$ cat src/rtl/hz_pkg.sv
`timescale 1ns/1ps
package hz_pkg;

    localparam int WB_W = 2;

    typedef enum logic [2:0] {
        K_INT      = 3'd0,
        K_INT_CR   = 3'd1,
        K_CR       = 3'd2,
        K_FLT      = 3'd3,
        K_FLT_CR   = 3'd4,
        K_INT_FLT  = 3'd5,
        K_FROM_SPR = 3'd6,
        K_TO_SPR   = 3'd7
    } kind_e;

    typedef enum logic [1:0] {
        S_HEAD  = 2'd0,
        S_DATA  = 2'd1,
        S_UNIT  = 2'd2,
        S_DRAIN = 2'd3
    } st_e;

    // Which register classes a kind checks for conflicts and reserves.
    typedef struct packed {
        logic chk_int;
        logic chk_fp;
        logic chk_cr;
        logic chk_spr;
        logic rsv_int;
        logic rsv_fp;
        logic rsv_cr;
        logic rsv_spr;
    } use_t;

    function automatic use_t kind_use(kind_e k);
        use_t u;
        u = '0;
        unique case (k)
            K_INT:      begin u.chk_int = 1'b1; u.rsv_int = 1'b1; end
            K_INT_CR:   begin u.chk_int = 1'b1; u.rsv_int = 1'b1;
                              u.chk_cr  = 1'b1; u.rsv_cr  = 1'b1; end
            K_CR:       begin u.chk_cr  = 1'b1; u.rsv_cr  = 1'b1; end
            K_FLT:      begin u.chk_fp  = 1'b1; u.rsv_fp  = 1'b1; end
            K_FLT_CR:   begin u.chk_fp  = 1'b1; u.rsv_fp  = 1'b1;
                              u.chk_cr  = 1'b1; u.rsv_cr  = 1'b1; end
            K_INT_FLT:  begin u.chk_int = 1'b1; u.rsv_int = 1'b1;
                              u.chk_fp  = 1'b1; u.rsv_fp  = 1'b1; end
            K_FROM_SPR: begin u.chk_int = 1'b1; u.rsv_int = 1'b1;
                              u.chk_spr = 1'b1; end
            K_TO_SPR:   begin u.chk_int = 1'b1; u.chk_spr = 1'b1;
                              u.rsv_spr = 1'b1; end
        endcase
        return u;
    endfunction

endpackage

$ cat src/rtl/hz_class_mask.sv
`timescale 1ns/1ps
module hz_class_mask
    import hz_pkg::*;
#(
    parameter int INT_N = 32,
    parameter int FP_N  = 32,
    parameter int CR_N  = 8
) (
    input  kind_e                 kind,
    input  logic [INT_N-1:0]      int_src,
    input  logic [INT_N-1:0]      int_dst,
    input  logic [FP_N-1:0]       fp_src,
    input  logic [FP_N-1:0]       fp_dst,
    input  logic [4*CR_N-1:0]     cr_src_bits,
    input  logic [CR_N-1:0]       cr_dst,
    output logic [INT_N-1:0]      chk_int,
    output logic [FP_N-1:0]       chk_fp,
    output logic [CR_N-1:0]       chk_cr,
    output logic                  chk_spr,
    output logic [INT_N-1:0]      rsv_int,
    output logic [FP_N-1:0]       rsv_fp,
    output logic [CR_N-1:0]       rsv_cr,
    output logic                  rsv_spr
);

    localparam int CR_BITS = 4 * CR_N;

    use_t             use_k;
    logic [CR_N-1:0]  grp_any;
    logic [CR_N-1:0]  cr_src_fld;
    logic             scan_hit;

    assign use_k = kind_use(kind);

    // Group g holds bits [CR_BITS-1-4g -: 4]; group 0 is the top nibble.
    for (genvar g = 0; g < CR_N; g++) begin : g_grp
        assign grp_any[g] = |cr_src_bits[CR_BITS-1-4*g -: 4];
    end

    // Priority scan from the most significant group downward.
    always_comb begin
        scan_hit   = 1'b0;
        cr_src_fld = '0;
        for (int g = 0; g < CR_N; g++) begin
            if (!scan_hit && grp_any[g]) begin
                scan_hit      = 1'b1;
                cr_src_fld[g] = 1'b1;
            end
        end
    end

    assign chk_int = use_k.chk_int ? (int_src | int_dst)   : '0;
    assign chk_fp  = use_k.chk_fp  ? (fp_src | fp_dst)     : '0;
    assign chk_cr  = use_k.chk_cr  ? (cr_src_fld | cr_dst) : '0;
    assign chk_spr = use_k.chk_spr;

    assign rsv_int = use_k.rsv_int ? int_dst : '0;
    assign rsv_fp  = use_k.rsv_fp  ? fp_dst  : '0;
    assign rsv_cr  = use_k.rsv_cr  ? cr_dst  : '0;
    assign rsv_spr = use_k.rsv_spr;

endmodule

$ cat src/rtl/hz_wb_count.sv
`timescale 1ns/1ps
module hz_wb_count
    import hz_pkg::*;
#(
    parameter int INT_N = 32,
    parameter int FP_N  = 32,
    parameter int CR_N  = 8
) (
    input  kind_e             kind,
    input  logic [INT_N-1:0]  int_dst,
    input  logic [FP_N-1:0]   fp_dst,
    input  logic [CR_N-1:0]   cr_dst,
    output logic [WB_W-1:0]   wb
);

    logic            int_any;
    logic            int_multi;
    logic            fp_any;
    logic            cr_any;
    logic [WB_W-1:0] int_part;

    assign int_any   = |int_dst;
    // More than one bit set: clearing the lowest set bit leaves something.
    assign int_multi = |(int_dst & (int_dst - INT_N'(1)));
    assign fp_any    = |fp_dst;
    assign cr_any    = |cr_dst;

    always_comb begin
        int_part = int_multi ? WB_W'(2) : (int_any ? WB_W'(1) : WB_W'(0));
        wb       = '0;
        unique case (kind)
            K_INT:      wb = int_part;
            K_INT_CR:   wb = int_part + WB_W'(cr_any);
            K_CR:       wb = WB_W'(cr_any);
            K_FLT:      wb = WB_W'(1);
            K_FLT_CR:   wb = cr_any ? WB_W'(2) : WB_W'(1);
            K_INT_FLT:  wb = WB_W'(int_any) + WB_W'(fp_any);
            K_FROM_SPR: wb = WB_W'(1);
            K_TO_SPR:   wb = WB_W'(1);
        endcase
    end

endmodule

$ cat src/rtl/hz_unit_pick.sv
`timescale 1ns/1ps
module hz_unit_pick #(
    parameter int UNIT_N = 8,
    parameter int UNIT_W = $clog2(UNIT_N)
) (
    input  logic [UNIT_N-1:0] unit_busy,
    input  logic [UNIT_W-1:0] unit_a,
    input  logic [UNIT_W-1:0] unit_b,
    output logic              any_free,
    output logic [UNIT_W-1:0] pick
);

    logic a_free;
    logic b_free;

    assign a_free   = !unit_busy[unit_a];
    assign b_free   = !unit_busy[unit_b];
    assign any_free = a_free | b_free;
    assign pick     = a_free ? unit_a : unit_b;

endmodule

$ cat src/rtl/hz_issue_ctl.sv
`timescale 1ns/1ps
module hz_issue_ctl
    import hz_pkg::*;
#(
    parameter int INT_N  = 32,
    parameter int FP_N   = 32,
    parameter int CR_N   = 8,
    parameter int SPR_N  = 16,
    parameter int UNIT_N = 8,
    parameter int LAT_W  = 4,
    parameter int CNT_W  = 16,
    parameter int SPR_W  = $clog2(SPR_N),
    parameter int UNIT_W = $clog2(UNIT_N)
) (
    input  logic                 clk,
    input  logic                 rst_n,
    input  logic                 in_valid,
    output logic                 in_ready,
    input  logic [2:0]           in_kind,
    input  logic                 in_serial,
    input  logic [INT_N-1:0]     in_int_src,
    input  logic [INT_N-1:0]     in_int_dst,
    input  logic [FP_N-1:0]      in_fp_src,
    input  logic [FP_N-1:0]      in_fp_dst,
    input  logic [4*CR_N-1:0]    in_cr_src_bits,
    input  logic [CR_N-1:0]      in_cr_dst,
    input  logic [SPR_W-1:0]     in_spr_idx,
    input  logic [UNIT_W-1:0]    in_unit_a,
    input  logic [UNIT_W-1:0]    in_unit_b,
    input  logic [LAT_W-1:0]     in_issue_lat,
    input  logic [LAT_W-1:0]     in_done_lat,
    input  logic [INT_N-1:0]     trk_int_busy,
    input  logic [FP_N-1:0]      trk_fp_busy,
    input  logic [CR_N-1:0]      trk_cr_busy,
    input  logic [SPR_N-1:0]     trk_spr_busy,
    input  logic [UNIT_N-1:0]    trk_unit_busy,
    input  logic                 trk_empty,
    output logic                 alloc_valid,
    output logic [UNIT_W-1:0]    alloc_unit,
    output logic [LAT_W-1:0]     alloc_issue_lat,
    output logic [LAT_W-1:0]     alloc_done_lat,
    output logic [INT_N-1:0]     alloc_int,
    output logic [FP_N-1:0]      alloc_fp,
    output logic [CR_N-1:0]      alloc_cr,
    output logic                 alloc_spr_valid,
    output logic [SPR_W-1:0]     alloc_spr_idx,
    output logic [WB_W-1:0]      alloc_wb,
    output logic [CNT_W-1:0]     cnt_data,
    output logic [CNT_W-1:0]     cnt_unit,
    output logic [CNT_W-1:0]     cnt_ser
);

    localparam logic [CNT_W-1:0] CNT_ONE = CNT_W'(1);

    kind_e             kind;
    st_e               st_q;
    st_e               st_d;
    logic [INT_N-1:0]  chk_int;
    logic [FP_N-1:0]   chk_fp;
    logic [CR_N-1:0]   chk_cr;
    logic              chk_spr;
    logic [INT_N-1:0]  rsv_int;
    logic [FP_N-1:0]   rsv_fp;
    logic [CR_N-1:0]   rsv_cr;
    logic              rsv_spr;
    logic [WB_W-1:0]   wb_cnt;
    logic              unit_free;
    logic [UNIT_W-1:0] pick_unit;
    logic              conflict;
    logic              go;
    logic              inc_data;
    logic              inc_unit;
    logic              inc_ser;

    assign kind = kind_e'(in_kind);

    hz_class_mask #(
        .INT_N (INT_N),
        .FP_N  (FP_N),
        .CR_N  (CR_N)
    ) u_mask (
        .kind        (kind),
        .int_src     (in_int_src),
        .int_dst     (in_int_dst),
        .fp_src      (in_fp_src),
        .fp_dst      (in_fp_dst),
        .cr_src_bits (in_cr_src_bits),
        .cr_dst      (in_cr_dst),
        .chk_int     (chk_int),
        .chk_fp      (chk_fp),
        .chk_cr      (chk_cr),
        .chk_spr     (chk_spr),
        .rsv_int     (rsv_int),
        .rsv_fp      (rsv_fp),
        .rsv_cr      (rsv_cr),
        .rsv_spr     (rsv_spr)
    );

    hz_wb_count #(
        .INT_N (INT_N),
        .FP_N  (FP_N),
        .CR_N  (CR_N)
    ) u_wb (
        .kind    (kind),
        .int_dst (in_int_dst),
        .fp_dst  (in_fp_dst),
        .cr_dst  (in_cr_dst),
        .wb      (wb_cnt)
    );

    hz_unit_pick #(
        .UNIT_N (UNIT_N),
        .UNIT_W (UNIT_W)
    ) u_pick (
        .unit_busy (trk_unit_busy),
        .unit_a    (in_unit_a),
        .unit_b    (in_unit_b),
        .any_free  (unit_free),
        .pick      (pick_unit)
    );

    assign conflict = (|(trk_int_busy & chk_int))
                    | (|(trk_fp_busy  & chk_fp))
                    | (|(trk_cr_busy  & chk_cr))
                    | (chk_spr & trk_spr_busy[in_spr_idx]);

    // State register.
    always_ff @(posedge clk) begin
        if (!rst_n) st_q <= S_HEAD;
        else        st_q <= st_d;
    end

    // Next state, issue decision and stall strobes.
    always_comb begin
        st_d     = st_q;
        go       = 1'b0;
        inc_data = 1'b0;
        inc_unit = 1'b0;
        inc_ser  = 1'b0;
        if (!in_valid) begin
            st_d = S_HEAD;
        end else begin
            unique case (st_q)
                S_HEAD: begin
                    if (in_serial) begin
                        if (trk_empty) go = 1'b1;
                        else begin
                            inc_ser = 1'b1;
                            st_d    = S_DRAIN;
                        end
                    end else if (conflict) begin
                        st_d = S_DATA;
                    end else if (unit_free) begin
                        go = 1'b1;
                    end else begin
                        st_d = S_UNIT;
                    end
                end
                S_DATA: begin
                    if (conflict)       inc_data = 1'b1;
                    else if (unit_free) go = 1'b1;
                    else                st_d = S_UNIT;
                end
                S_UNIT: begin
                    if (unit_free) go = 1'b1;
                    else           inc_unit = 1'b1;
                end
                S_DRAIN: begin
                    if (trk_empty) go = 1'b1;
                    else           inc_ser = 1'b1;
                end
            endcase
            if (go) st_d = S_HEAD;
        end
    end

    always_ff @(posedge clk) begin
        if (!rst_n) begin
            cnt_data <= '0;
            cnt_unit <= '0;
            cnt_ser  <= '0;
        end else begin
            if (inc_data) cnt_data <= cnt_data + CNT_ONE;
            if (inc_unit) cnt_unit <= cnt_unit + CNT_ONE;
            if (inc_ser)  cnt_ser  <= cnt_ser  + CNT_ONE;
        end
    end

    assign in_ready        = go;
    assign alloc_valid     = go;
    assign alloc_unit      = in_serial ? in_unit_a : pick_unit;
    assign alloc_issue_lat = in_issue_lat;
    assign alloc_done_lat  = in_done_lat;
    assign alloc_int       = in_serial ? '0 : rsv_int;
    assign alloc_fp        = in_serial ? '0 : rsv_fp;
    assign alloc_cr        = in_serial ? '0 : rsv_cr;
    assign alloc_spr_valid = in_serial ? 1'b0 : rsv_spr;
    assign alloc_spr_idx   = in_spr_idx;
    assign alloc_wb        = in_serial ? '0 : wb_cnt;

endmodule

$ cat config.mk
export PLATFORM = sky130hd
export DESIGN_NAME = hz_issue_ctl
export DESIGN_NICKNAME = d
export VERILOG_FILES = /design/src/rtl/hz_pkg.sv /design/src/rtl/hz_class_mask.sv /design/src/rtl/hz_wb_count.sv /design/src/rtl/hz_unit_pick.sv /design/src/rtl/hz_issue_ctl.sv
export SDC_FILE = /design/constraint.sdc
export NUM_CORES = 1
export LEC_CHECK = 0
export BUFFER_PORTS_ARGS = -buffer_cell sky130_fd_sc_hd__buf_2
export CAP_MARGIN = 20
export CORE_AREA = 2 2 166 168
export CTS_CLUSTER_DIAMETER = 30
export DETAILED_ROUTE_END_ITERATION = 10
export DIE_AREA = 0 0 168 170
export PLACE_DENSITY = 0.41
export SYNTH_ARGS = -nofsm -noshare
export SYNTH_HDL_FRONTEND = slang
export SYNTH_SLANG_ARGS = --single-unit
$ cat constraint.sdc
create_clock -name clk -period 6 [get_ports clk]
set_input_delay 0.6 -clock clk [delete_from_list [all_inputs] [get_ports clk]]
set_output_delay 0.6 -clock clk [all_outputs]
set_load 0.005 [all_outputs]
After elaboration in Yosys (flattened, before gate mapping)

Index checks and enable logic that the tools add are counted.

Register bits after elaboration: 50
Bits of input ports: 290
Output and inout bits: 140
Word-level logic and storage cells: 147

Add/subtract/negate cells: 6
Order comparisons: 3
Equal/unequal tests: 12
Multiplexer cells: 66
Bitwise gates (word level): 14
Reductions and logical operators: 42

Operators by type and width:

| kind                  | number |
|---|---|
| $mux 32               | 6 |
| $reduce_or 32->1      | 5 |
| $and 32x32->32        | 3 |
| $or 32x32->32         | 2 |
| $add 16x1->16 const B | 3 |
| $mux 1                | 40 |
| $reduce_or 4->1       | 9 |
| $sub 32x1->32 const B | 1 |
| $mux 8                | 3 |
| $mux 2                | 8 |
| $reduce_or 8->1       | 2 |
| $eq 3x3->1 const B    | 4 |
| $pmux 2 s6            | 1 |
| $reduce_or 3->1       | 4 |
| $logic_not 1->1       | 9 |
| $and 8x8->8           | 1 |
| $lt 3x4->1 const B    | 2 |
| $or 8x8->8            | 1 |
| $logic_and 1x1->1     | 7 |
| $bmux 1 s3            | 2 |
| $eq 3x2->1 const B    | 2 |
| $mux 3                | 2 |
| $lt 4x5->1 const B    | 1 |
| $reduce_or 5->1       | 1 |
| 19 further kinds      | 24 |

Logic depth before layout (Yosys ltp)

Depth after elaboration: 34
Mapped depth: 11
Depth with buffers taken out: 11

Hierarchy

A second synthesis with hierarchy kept.

Cell total of the unflattened synthesis: 741
Area, all modules: 5607.9 um^2

Modules (own cells, without submodules):

| module        | times used | cells each | area an instance (um^2) | sequential area each (um^2) |
|---|---|---|---|---|
| hz_issue_ctl  | 1          | 429        | 3442.1                  | 1001.0 |
| hz_class_mask | 1          | 189        | 1263.7                  | 0.0 |
| hz_wb_count   | 1          | 106        | 685.7                   | 0.0 |
| hz_unit_pick  | 1          | 17         | 216.5                   | 0.0 |

Worst setup path before layout

Ideal clock, no wire load.

Path type: input-to-output
From: input port in_int_dst[1]
To: output port alloc_wb[0]
Arrival time: 2643 ps
Data required time: 5400 ps
Path slack: 2757 ps
Stages on the path: 11
Buffers on the path: 0
Cell sequence: nor4_2 > nand3_2 > nor4_2 > o21ai_1 > a211oi_1 > a21o_1 > and3_1 > ha_1 > mux2i_1 > a311oi_1 > o31a_1

Cells in the longest elaborated chain, start to end: 7
Elaborated cells on any way between the ends: 10
Those cells by class: 3 x add/sub; 4 x mux; 1 x bitwise; 2 x reduce/logical

Ends and longest elaborated chain:

| item               | line                | source |
|---|---|---|
| start: declaration | hz_issue_ctl.sv:22  | `input logic [INT_N-1:0] in_int_dst,` |
| $sub 32x1->32      | hz_wb_count.sv:24   | `assign int_multi = \|(int_dst & (int_dst - INT_N'(1)));` |
| $and 32x32->32     | hz_wb_count.sv:24   |  |
| $reduce_or 32->1   | hz_wb_count.sv:24   |  |
| $mux 2             | hz_wb_count.sv:29   | `int_part = int_multi ? WB_W'(2) : (int_any ? WB_W'(1) : WB_W'(0));` |
| $add 2x1->2        | hz_wb_count.sv:33   | `K_INT_CR: wb = int_part + WB_W'(cr_any);` |
| $pmux 2 s6 (*)     | hz_wb_count.sv:31   | `unique case (kind)` |
| $mux 2 (*)         | hz_issue_ctl.sv:199 | `assign alloc_wb = in_serial ? '0 : wb_cnt;` |
| end: declaration   | hz_issue_ctl.sv:47  | `output logic [WB_W-1:0] alloc_wb,` |

Mark *: on every way between the ends. The rest lies on a longest branch, timed or not.

Worst setup path after layout

Ends and elaborated chain as after synthesis.

==> results.py <==
metrics = {
    "global_routing": {
        "grt_pass1_wl_um": 35600,
        "grt_max_degree": 35,
        "grt_pass1_vias": 6058,
        "grt_overflow": 0,
        "grt_usage_pct": 16.4,
        "antenna_found_initial": 7,
    },
    "critical_path": {
        "crit_path_end_kind": "primary output",
        "cp-start-kind": "input pin",
        "cp.required_ns": 5.40,
        "crit_cells": 13,
        "arrival_ns": 3.27,
        "path_buf_inv": 2,
        "path_cells": "buf_2 -> nor4_2 -> nand3_2 -> nor4_2 -> o21ai_1 -> a211oi_1 -> a21o_1 -> and3_1 -> ha_1 -> mux2i_1 -> a311oi_1 -> o31a_1 -> buf_2",
        "slowest_delay_ns": 0.43,
        "critPathMaxFanout": 6,
        "reg2reg_depth": 9,
        "critical-path-slowest-cell": "nor4_2",
        "path_class": "input pin to primary output",
        "path_delay_family": "simple AND/OR/NAND/NOR gates",
    },
    "floorplanning": {
        "die_x_um": 168,
        "ios": 430,
        "fp.coreArea_um2": 26700,
        "start_util_pct": 17.3,
        "die-area_um2": 28600,
        "std_cell_rows": 60,
        "die_y_um": 170,
    },
    "logic_synthesis": {
        "ys_seq_area_share_pct": 21.7,
        "synthFlopType": "dfxtp_1",
        "synth-xor-area-share_pct": 5.70,
        "synthAdderAreaFrac_pct": 3.09,
        "avgSynthCellArea_um2": 7.52,
        "ys_types": 61,
        "synth_enable_flop_cells": 0,
        "yosys_warnings": 0,
        "synth-simple-area-share_pct": 37.1,
        "async_flop_share_pct": 0,
        "synth-compound-area-share_pct": 17.6,
        "synthCells": 613,
        "synth.cell_area_um2": 4610,
        "synth_seq_cells": 50,
        "synth_top_family_by_area": "simple AND/OR/NAND/NOR gates",
        "muxShareOfSynthArea_pct": 9.77,
        "synthesis.nets": 912,
    },
    "route": {
        "dr.pass1.iters": 5,
        "drt_iter0_markers": 259,
        "routed_via_density": 4.55,
        "postRouteAntennaNets": 0,
        "drc": 0,
        "wl_per_cell_um": 18.1,
        "routed_wirelength_um": 24500,
        "dr_total_vias": 6156,
    },
    "timing": {
        "fin_crit_sh_pct": 64.5,
        "final.setup_skew_ns": 0.00638,
        "finalHoldViolations": 0,
        "maxSlewHeadroom_pct": 33.0,
        "drv_slew": 0,
        "finalCriticalPeriod_ns": 3.87,
        "clock.fmax_mhz": 258,
        "grt_setup_unrepaired": "false",
        "finalSetupTns_ns": 0,
        "finalSetupViolCount": 0,
        "tightestPinTransition_ns": 1.00,
    },
    "placed_design": {
        "dpl.hpwl_um": 21200,
        "io_buffers": 413,
        "place_congestion": 0.887,
        "placed_area_um2": 6960,
    },
    "cts": {
        "numCtsBuffers": 5,
        "clk_transition_reported_paths_ns": 0.06,
        "clkSinkCount": 50,
        "post_cts_resized": 0,
        "cts-htree-levels": 2,
        "cts_setup_buffers": 0,
        "cts_tree": "done",
        "clkLatencyLatePin_ns": 0.29,
        "hold_buffers": 0,
        "clockBufferDepth": 2,
        "cts-root-buf": "clkbuf_16",
    },
    "layout": {
        "area_growth_pct": 54.9,
        "final_common_cell": "buf_2",
        "final_nets": 1305,
        "layout_common_cells": "buf_2 (413), and2_1 (79), o21ai_0 (77)",
        "fin_area_um2": 7140,
        "drive_gt1_share_pct": 44.3,
    },
    "power_and_ir_drop": {
        "clkPwrFrac_pct": 34.1,
        "powerDensity_nw_per_um2": 134,
        "ir_drop_v": 0.0000909,
        "power_frac_seq_pct": 35.2,
        "p_switching_mw": 0.275,
        "p_int_mw": 0.681,
        "p_leak_nw": 3.52,
        "power_frac_comb_pct": 30.7,
        "swShare_pct": 28.7,
    },
    "min_path": {
        "min_path_type": "register to register",
        "hold_path_depth": 2,
    },
    "run_status": {
        "status": "finished, final reports clean",
    },
    "flow_run": {
        "maxCapViolCount": 0,
    },
}
## stage by stage
step	util [%]	power [mW]	cells	hold slack (ns)	worst slack [ns]
5_1_grt	26.8	1.02	1350	0.518	1.89
2_1_floorplan	-	0.462	613	0.462	2.76
3_3_place_gp	26.1	0.640	1340	0.465	2.23
6_report	26.8	0.955	1352	0.483	2.13
3_5_place_dp	26.1	0.639	1340	0.461	2.17
4_1_cts	26.8	0.973	1347	0.482	2.15
## worst reg2reg max path, cell delays in order, from the launching register on
cell	delay (ns)
dfxtp_1	0.32
inv_1	0.11
ha_1	0.27
a21oi_1	0.11
nor4b_2	0.57
nand3_1	0.15
nor2_1	0.41
nand4_1	0.17
xor2_1	0.15
nor2_1	0.05
## cell type report
cell class / count / area [um2]
diodes: 5 / 12.5
multi-input cells: 517 / 3380
inverters: 14 / 52.6
clock buffers: 6 / 139
well taps: 341 / 427
fillers: 3007 / 19500
clock inverters: 1 / 30.0
repair buffers: 418 / 2100
flip-flops and latches: 50 / 1000
## power groups by stage
stage	clock network (mW)	registers, mW	logic [mW]
2_1_floorplan	0	0.343	0.119
3_3_place_gp	0	0.344	0.297
3_5_place_dp	0	0.344	0.295
4_1_cts	0.341	0.336	0.297
5_1_grt	0.355	0.336	0.324
6_report	0.326	0.336	0.294
## cell families (layout without fill, tap and decap cells)
| logic type | count (synthesis) | count (layout) |
|---|---|---|
| muxes | 33 | 33 |
| and+or+nand+nor | 307 | 307 |
| DFF | 50 | 50 |
| other | 0 | 5 |
| AOI/OAI and AO/OA | 135 | 135 |
| buffers and inverters | 46 | 439 |
| adders and majority gates | 12 | 12 |
| xor gates and xnor gates | 30 | 30 |
## worst paths after layout
path,startpoint,to,slack (ns)
worst max-delay path,in_int_dst[1],alloc_wb[0],2.13
worst min-delay path,cnt_data[15]$_SDFFE_PN0P_,cnt_data[15]$_SDFFE_PN0P_,0.48
worst max register to register,st_q[1]$_SDFFE_PP0P_,cnt_ser[15]$_SDFFE_PN0P_,3.54
worst min register to register,cnt_data[15]$_SDFFE_PN0P_,cnt_data[15]$_SDFFE_PN0P_,0.48
## synth_stat cells (all sizes together), types with 2 or more instances
cell | count | area, um2
inv | 14 | 52.6
o32ai | 2 | 17.5
nand2b | 18 | 113
o22ai | 2 | 18.8
mux4 | 8 | 195
a2111oi | 2 | 17.5
o2bb2ai | 2 | 17.5
nand4 | 34 | 213
maj3 | 3 | 30.0
and3 | 14 | 87.6
a211oi | 4 | 35.0
a31oi | 4 | 25.0
xnor2 | 11 | 96.3
nor2b | 3 | 18.8
or2 | 3 | 18.8
nor4 | 22 | 150
a311oi | 2 | 17.5
o31ai | 3 | 22.5
mux2 | 4 | 45.0
or3 | 2 | 12.5
a22oi | 4 | 30.0
o2111ai | 2 | 17.5
ha | 9 | 113
mux2i | 21 | 210
a21o | 3 | 22.5
or4 | 3 | 22.5
and2 | 79 | 494
nand2 | 36 | 135
xor2 | 19 | 166
dfxtp | 50 | 1000
o22a | 2 | 17.5
clkbuf | 16 | 60.1
a21oi | 15 | 82.6
o31a | 2 | 17.5
nand3 | 25 | 130
o211ai | 2 | 15.0
o21ai | 79 | 395
nor3 | 12 | 60.1
nor2 | 49 | 184
buf | 16 | 121
## per-layer routing
metal | share of wire (%) | GRT usage [%] | wire, um | vias to the layer above
met5 | 0.090 | 0 | 22 | -
met4 | 2.9 | 4.99 | 711 | 4
met3 | 7.4 | 3.40 | 1810 | 35
met2 | 47 | 28.6 | 11600 | 296
met1 | 42 | 20.2 | 10300 | 2786
li1 | - | - | - | 3035
## sequential cells by signal, indices dropped and copies added, names as in the netlist
name      count
cnt_data     16
cnt_ser      16
cnt_unit     16
st_q          2
Power figures use the tool's default switching activity.
